<file path="config.mk">
export PLATFORM = sky130hd
export DESIGN_NAME = fetch_pid_gate
export DESIGN_NICKNAME = d
export VERILOG_FILES = /design/src/rtl/fpg_pkg.sv /design/src/rtl/fpg_pid.sv /design/src/rtl/fpg_pattern.sv /design/src/rtl/fetch_pid_gate.sv
export SDC_FILE = /design/constraint.sdc
export NUM_CORES = 1
export LEC_CHECK = 0
export BUFFER_PORTS_ARGS = -buffer_cell sky130_fd_sc_hd__buf_2
export CORE_UTILIZATION = 65
export CTS_CLUSTER_SIZE = 40
export DETAILED_ROUTE_END_ITERATION = 6
export HOLD_SLACK_MARGIN = 0.06
export PLACE_DENSITY = 0.83
export SLEW_MARGIN = 0
export SYNTH_ARGS = -nofsm -noshare
export SYNTH_HDL_FRONTEND = slang
export SYNTH_HIERARCHICAL = 1
export SYNTH_SLANG_ARGS = --single-unit
export TNS_END_PERCENT = 10
</file>
<file path="constraint.sdc">
create_clock -name clk -period 56.6 [get_ports clk]
set_input_delay 11.32 -clock clk [delete_from_list [all_inputs] [get_ports clk]]
set_output_delay 11.32 -clock clk [all_outputs]
set_load 0.1 [all_outputs]
</file>
<file path="src/rtl/fpg_pkg.sv">
package fpg_pkg;

    localparam int CTRL_W = 16;

    typedef enum logic [2:0] {
        DUTY_FULL = 3'd0,
        DUTY_4_5  = 3'd1,
        DUTY_2_3  = 3'd2,
        DUTY_1_2  = 3'd3,
        DUTY_1_3  = 3'd4,
        DUTY_1_5  = 3'd5
    } duty_t;

    typedef struct packed {
        logic [CTRL_W-1:0] m;
        duty_t             level;
    } pid_out_t;

    // number of slots in one pattern
    function automatic logic [2:0] duty_period(duty_t d);
        case (d)
            DUTY_4_5: return 3'd5;
            DUTY_2_3: return 3'd3;
            DUTY_1_2: return 3'd2;
            DUTY_1_3: return 3'd3;
            DUTY_1_5: return 3'd5;
            default:  return 3'd1;
        endcase
    endfunction

    // leading slots of a pattern that let fetch through
    function automatic logic [2:0] duty_open_slots(duty_t d);
        case (d)
            DUTY_4_5: return 3'd4;
            DUTY_2_3: return 3'd2;
            default:  return 3'd1;
        endcase
    endfunction

    function automatic duty_t duty_quant(logic signed [CTRL_W-1:0] m, int sh, logic force_open);
        logic signed [CTRL_W-1:0] q;
        q = m >>> sh;
        if (force_open || m <= 0)
            return DUTY_FULL;
        else if (q >= 4)
            return DUTY_1_5;
        else
            return duty_t'(3'(q) + 3'd1);
    endfunction

endpackage

</file>
<file path="src/rtl/fpg_pid.sv">
module fpg_pid
    import fpg_pkg::*;
#(
    parameter int TW      = 12,
    parameter int GW      = 8,
    parameter int GF      = 4,
    parameter int IW      = 16,
    parameter int STEP_SH = 4
) (
    input  logic          clk,
    input  logic          rst,
    input  logic          stb,
    input  logic [TW-1:0] temp_meas,
    input  logic [TW-1:0] temp_set,
    input  logic [GW-1:0] gain_p,
    input  logic [GW-1:0] gain_i,
    input  logic [GW-1:0] gain_d,
    input  logic [IW-2:0] int_limit,
    output pid_out_t      res
);
    localparam int EW = TW + 1;
    localparam int AW = IW + 2*GW + 4;
    localparam longint M_MAXI = (longint'(1) << (CTRL_W-1)) - 1;
    localparam logic signed [AW-1:0] M_HI = AW'(M_MAXI);
    localparam logic signed [AW-1:0] M_LO = -M_HI - 1;

    logic signed [EW-1:0] err, err_q;
    logic signed [IW-1:0] integ_q, integ_nx;
    logic signed [AW-1:0] lim, sum_i, de, p_i, p_d, acc, prod;
    logic signed [CTRL_W-1:0] m_nx;
    logic                 force_open;
    duty_t                level_nx;

    always_comb begin
        err   = $signed({1'b0, temp_meas}) - $signed({1'b0, temp_set});
        lim   = AW'($signed({1'b0, int_limit}));
        sum_i = AW'(integ_q) + AW'(err);
        if (sum_i > lim)
            integ_nx = IW'(lim);
        else if (sum_i < -lim)
            integ_nx = IW'(-lim);
        else
            integ_nx = IW'(sum_i);
        de    = AW'(err) - AW'(err_q);
        p_i   = (AW'(integ_nx) * $signed(AW'({1'b0, gain_i}))) >>> GF;
        p_d   = (de * $signed(AW'({1'b0, gain_d}))) >>> GF;
        acc   = AW'(err) + p_i + p_d;
        prod  = (acc * $signed(AW'({1'b0, gain_p}))) >>> GF;
        if (prod > M_HI)
            m_nx = CTRL_W'(M_HI);
        else if (prod < M_LO)
            m_nx = CTRL_W'(M_LO);
        else
            m_nx = CTRL_W'(prod);
        force_open = (err <= 0) && (integ_nx <= 0);
        level_nx   = duty_quant(m_nx, STEP_SH, force_open);
    end

    always_ff @(posedge clk) begin
        if (rst) begin
            err_q   <= '0;
            integ_q <= '0;
            res     <= '0;
        end else if (stb) begin
            err_q     <= err;
            integ_q   <= integ_nx;
            res.m     <= m_nx;
            res.level <= level_nx;
        end
    end

    // nothing moves between strobes
    p_hold_between_strobes_r2: assert property (@(posedge clk) disable iff (rst)
        !stb |=> ($stable(res) && $stable(integ_q)));

    // integrator stays within the clamp in force when it was written
    p_integ_bounded_r5: assert property (@(posedge clk) disable iff (rst)
        stb |=> ((AW'(integ_q) <= $past(lim)) && (AW'(integ_q) >= -$past(lim))));

endmodule

</file>
<file path="src/rtl/fpg_pattern.sv">
module fpg_pattern
    import fpg_pkg::*;
(
    input  logic  clk,
    input  logic  rst,
    input  duty_t level_in,
    output logic  fetch_en
);
    duty_t      cur;
    logic [2:0] slot;
    logic       last;

    always_comb begin
        last     = (slot == duty_period(cur) - 3'd1);
        fetch_en = (slot < duty_open_slots(cur));
    end

    always_ff @(posedge clk) begin
        if (rst) begin
            cur  <= DUTY_FULL;
            slot <= '0;
        end else if (last) begin
            cur  <= level_in;
            slot <= '0;
        end else begin
            slot <= slot + 3'd1;
        end
    end

    // setting is swapped only after a pattern's final slot
    p_swap_on_boundary_r9: assert property (@(posedge clk) disable iff (rst)
        !$stable(cur) |-> ($past(last) && slot == 3'd0));

    // slot index never leaves the pattern
    p_slot_in_range_r8: assert property (@(posedge clk) disable iff (rst)
        slot < duty_period(cur));

    // one-in-five never opens two cycles in a row
    p_fifth_gap_r8: assert property (@(posedge clk) disable iff (rst)
        (cur == DUTY_1_5 && fetch_en) |=> !fetch_en);

endmodule

</file>
<file path="src/rtl/fetch_pid_gate.sv">
module fetch_pid_gate
    import fpg_pkg::*;
#(
    parameter int TW      = 12,
    parameter int GW      = 8,
    parameter int GF      = 4,
    parameter int IW      = 16,
    parameter int STEP_SH = 4
) (
    input  logic              clk,
    input  logic              rst,
    input  logic [TW-1:0]     temp_meas,
    input  logic [TW-1:0]     temp_set,
    input  logic              sample_stb,
    input  logic [GW-1:0]     gain_p,
    input  logic [GW-1:0]     gain_i,
    input  logic [GW-1:0]     gain_d,
    input  logic [IW-2:0]     int_limit,
    output logic              fetch_en,
    output logic [2:0]        duty_level,
    output logic [CTRL_W-1:0] ctrl_out
);
    pid_out_t pid_res;

    fpg_pid #(
        .TW(TW), .GW(GW), .GF(GF), .IW(IW), .STEP_SH(STEP_SH)
    ) u_pid (
        .clk       (clk),
        .rst       (rst),
        .stb       (sample_stb),
        .temp_meas (temp_meas),
        .temp_set  (temp_set),
        .gain_p    (gain_p),
        .gain_i    (gain_i),
        .gain_d    (gain_d),
        .int_limit (int_limit),
        .res       (pid_res)
    );

    fpg_pattern u_pat (
        .clk      (clk),
        .rst      (rst),
        .level_in (pid_res.level),
        .fetch_en (fetch_en)
    );

    assign duty_level = pid_res.level;
    assign ctrl_out   = pid_res.m;

    // a non-positive control value never throttles
    p_nonpos_open_r6: assert property (@(posedge clk) disable iff (rst)
        ($signed(ctrl_out) <= 0) |-> (duty_level == 3'd0));

    // codes above 5 never appear
    p_code_legal_r6: assert property (@(posedge clk) disable iff (rst)
        duty_level <= 3'd5);

endmodule

</file>
==> summary.md <==
| Metric | Value |
|---|---|
| FF-to-FF path depth | `71` |
| Hold-fix buffers, CTS | `0` |
| Area Growth Syn to Fin | `4.14%` |
| RR Startpoint | `u_pid/integ_q[0]` |
| CP max stage delay | `0.67 ns` |
| Routed Antenna Nets | `0` |
| CTS tree | `yes` |
| Dpl cell area | `0.0234 sq mm` |
| Synth area leader | `fa_1` |
| First-pass GRT wire length | `91,900 um` |
| Post-synthesis compound-gate area fraction | `11.9%` |
| Antenna violations before repair | `0` |
| Share of async-settable or async-resettable flops after synthesis | `0%` |
| Unrepaired setup endpoints after global routing | `false` |
| Maximum clock frequency | `0.0311 GHz` |
| Filler cells | `2,637` |
| Cell area after layout | `0.0236 sq mm` |
| Syn Area/Cell | `8.28 sq um` |
| GR Overflow Total | `0` |
| Hold slack | `0.481 ns` |
| CP Launch Type | `primary input` |
| CP max FO | `32` |
| Port Buffers | `85` |
| Largest family of logic cells by synthesized area | `adder cells` |
| Clk slew on worst S/H paths | `0.08 ns` |
| Total Routing Usage GR | `31.4%` |
| WL/cell | `16.9 um` |
| Root buf cell | `clkbuf_16` |
| Min-delay worst type | `register to register` |
| Drt total wl | `54,400 um` |
| CTS resizes | `0` |
| FP Rows | `67` |
| Run status | `complete, no violations` |
| Layout Skew | `0.0115 ns` |
| Crit Path Category | `primary input to register` |
| Yosys reg bits | `54` |
| Crit share post-route | `56.9%` |
| Fin worst setup slack | `24.42 ns` |
| Setup slack, reg-to-reg | `36.87 ns` |
| CP endpoint kind | `register` |
| Reg area | `0.00108 sq mm` |
| Synth top area cells | `fa_1 32%, ha_1 14%, inv_1 9.5%` |
| Syn Inst Count | `2,734` |
| Dpl hpwl | `45,100 um` |
| Worst EP arrival | `32.38 ns` |
| Max-cap violations | `0` |
| Vias in the first global route | `19,400` |
| # diodes | `0` |
| Cell area after synthesis | `0.0226 sq mm` |
| Adder-cell area share of the yosys netlist | `46.1%` |
| Starting DRT DRC Count | `1,210` |
| Ys flop type | `dfxtp_1` |
| Largest net degree at the start of global routing | `59` |
| Hold path endpoint | `u_pid/res[4]` |
| Final setup fails | `0` |
| Ports | `86` |
| Detailed Routing Iterations Pass 1 | `5` |
| DRC violations left | `0` |
| Die area | `0.0356 sq mm` |
| Core area | `0.0339 sq mm` |
| Yosys synthesis warning count | `6` |
| Simple-Gate Fraction of Synth Area | `20.0%` |
| RR Endpoint | `u_pid/res[0]` |
| Layout Nets | `3,453` |
| Width of the die | `189 um` |
| Slew Limit Headroom | `18.1%` |
| Die Height | `189 um` |
| Post-synth EDFFs | `0` |
| Post-synthesis mux area share | `2.01%` |
| Yosys top cell area share | `31.8%` |
| Hold depth | `2` |
| Synth Area in XOR/XNOR | `4.41%` |
| CP max-delay cell | `a31oi_1` |
| Post-route minimum period | `32.18 ns` |
| CTS sink count | `54` |
| Initial core utilization | `66.8%` |
| Pre-CTS WS | `24.54 ns` |
| GPL Wtd Cong | `0.950` |
| CP Data Required Time | `56.80 ns` |
| Least-Margin Pin Slew | `1.22 ns` |
| Fin. Hold Viols | `0` |
| Worst min-delay path startpoint | `u_pid/res[4]` |
| Vias per cell | `5.84` |
| Multi-input gate area | `0.0191 sq mm` |
| Latest clock arrival within the worst-skew pair | `0.32 ns` |
| Htree depth | `2` |
| Setup Fix Bufs, Post-CTS | `0` |
| Via Count | `18,800` |
| Slew Limit Fails | `0` |
| Num CTS Buffers | `5` |
| TNS Setup | `0 ns` |
| Register area share after synthesis | `4.78%` |
| Post-synth net total | `3,417` |
| Cell variety after synth | `87` |
| Longest Clk Path Bufs | `2` |
| Share of layout cells above drive strength 1 | `5.05%` |
==> metal layers <==
metal  routed length [um]  global-route usage (%)  vias up
li1                     -                       -     8828
met1                22600                    40.2     9237
met2                26700                    54.4      632
met3                 3030                    3.33      113
met4                 2070                    12.3        0
met5                    0                       0        -
==> how the worst max path moves through the flow <==
stage | startpoint | end | slack [ns] | cells past startpoint
floorplan | temp_meas[0] | u_pid/res[1] | 27.56 | 83
global placement | temp_meas[0] | u_pid/res[1] | 25.29 | 85
detailed placement | temp_meas[0] | u_pid/res[1] | 24.54 | 83
CTS | temp_meas[0] | u_pid/res[1] | 24.79 | 85
global route | temp_meas[0] | u_pid/res[0] | 23.08 | 82
finish | temp_meas[0] | u_pid/res[0] | 24.42 | 84
==> Yosys cell counts, types with 13 or more instances <==
library cell  instances
a211oi_1             29
nor4_1               15
xnor2_1              80
or3_1                15
nand2b_1             35
a31oi_1              13
o21a_1               15
o21ai_0              59
clkbuf_1             57
and2_1              226
nor3_1               38
nor2_1              131
fa_1                360
and3_1               28
nor2b_1              42
mux2i_1              41
a21o_1               33
o211ai_1             19
ha_1                257
a21boi_0             13
a21oi_1             106
dfxtp_1              54
nand3_1              35
nand2_1             228
or4_1                13
inv_1               572
xor2_1               34
o21bai_1             13
==> cell usage in the layout, fill, tap and decap left out, types with 15 or more instances in the layout <==
cell / n
nor4_1: 15
nand2_1: 228
dfxtp_1: 54
inv_1: 572
o21ai_0: 59
ha_1: 257
o21a_1: 15
buf_2: 85
nor3_1: 38
nor2_1: 131
nand2b_1: 35
a21o_1: 33
o211ai_1: 19
a21oi_1: 106
fa_1: 360
xnor2_1: 80
nand3_1: 35
mux2i_1: 41
nor2b_1: 42
and3_1: 28
xor2_1: 34
or3_1: 15
and2_1: 226
a211oi_1: 29
==> metrics by stage <==
stage	cells	util, %
after floorplan	2734	-
after CTS	3219	69.6
after global routing	3219	69.6
final	3219	69.6
after detailed placement	3211	69.1
after global placement	3211	69.1
==> state kept, by name (all words and copies together) (netlist names) <==
register,flops
u_pid/res,19
u_pid/integ_q,16
u_pid/err_q,13
u_pat/cur,3
u_pat/slot,3
==> worst max-delay path, delay by kind of cell <==
family / cells / cell delay, ns
AO/OA/AOI/OAI: 37 / 9.53
XOR/XNOR: 2 / 0.68
adder cells (fa/ha/maj): 18 / 6.68
buffers and inverters: 11 / 0.86
multiplexers: 1 / 0.22
AND/OR/NAND/NOR: 15 / 2.97
==> layout make-up <==
| cell class | count | share of cell area [%] |
|---|---|---|
| multi-input combinational | 2037 | 81.0 |
| inverter | 577 | 9.19 |
| sequential | 54 | 4.59 |
| tap | 448 | 2.38 |
| timing repair buffer | 95 | 2.12 |
| clock buffer | 7 | 0.648 |
| clock inverter | 1 | 0.0372 |
==> cells by family after synthesis <==
| logic type | Yosys count |
|---|---|
| flops | 54 |
| fa+ha+maj | 618 |
| mux | 45 |
| simple gates | 862 |
| xor+xnor | 114 |
| compound gates | 398 |
| buf+inv | 643 |
Power is left out: the tool's default activity adds up to more than one toggle a clock period on the data nets, which glitch-free logic cannot reach.
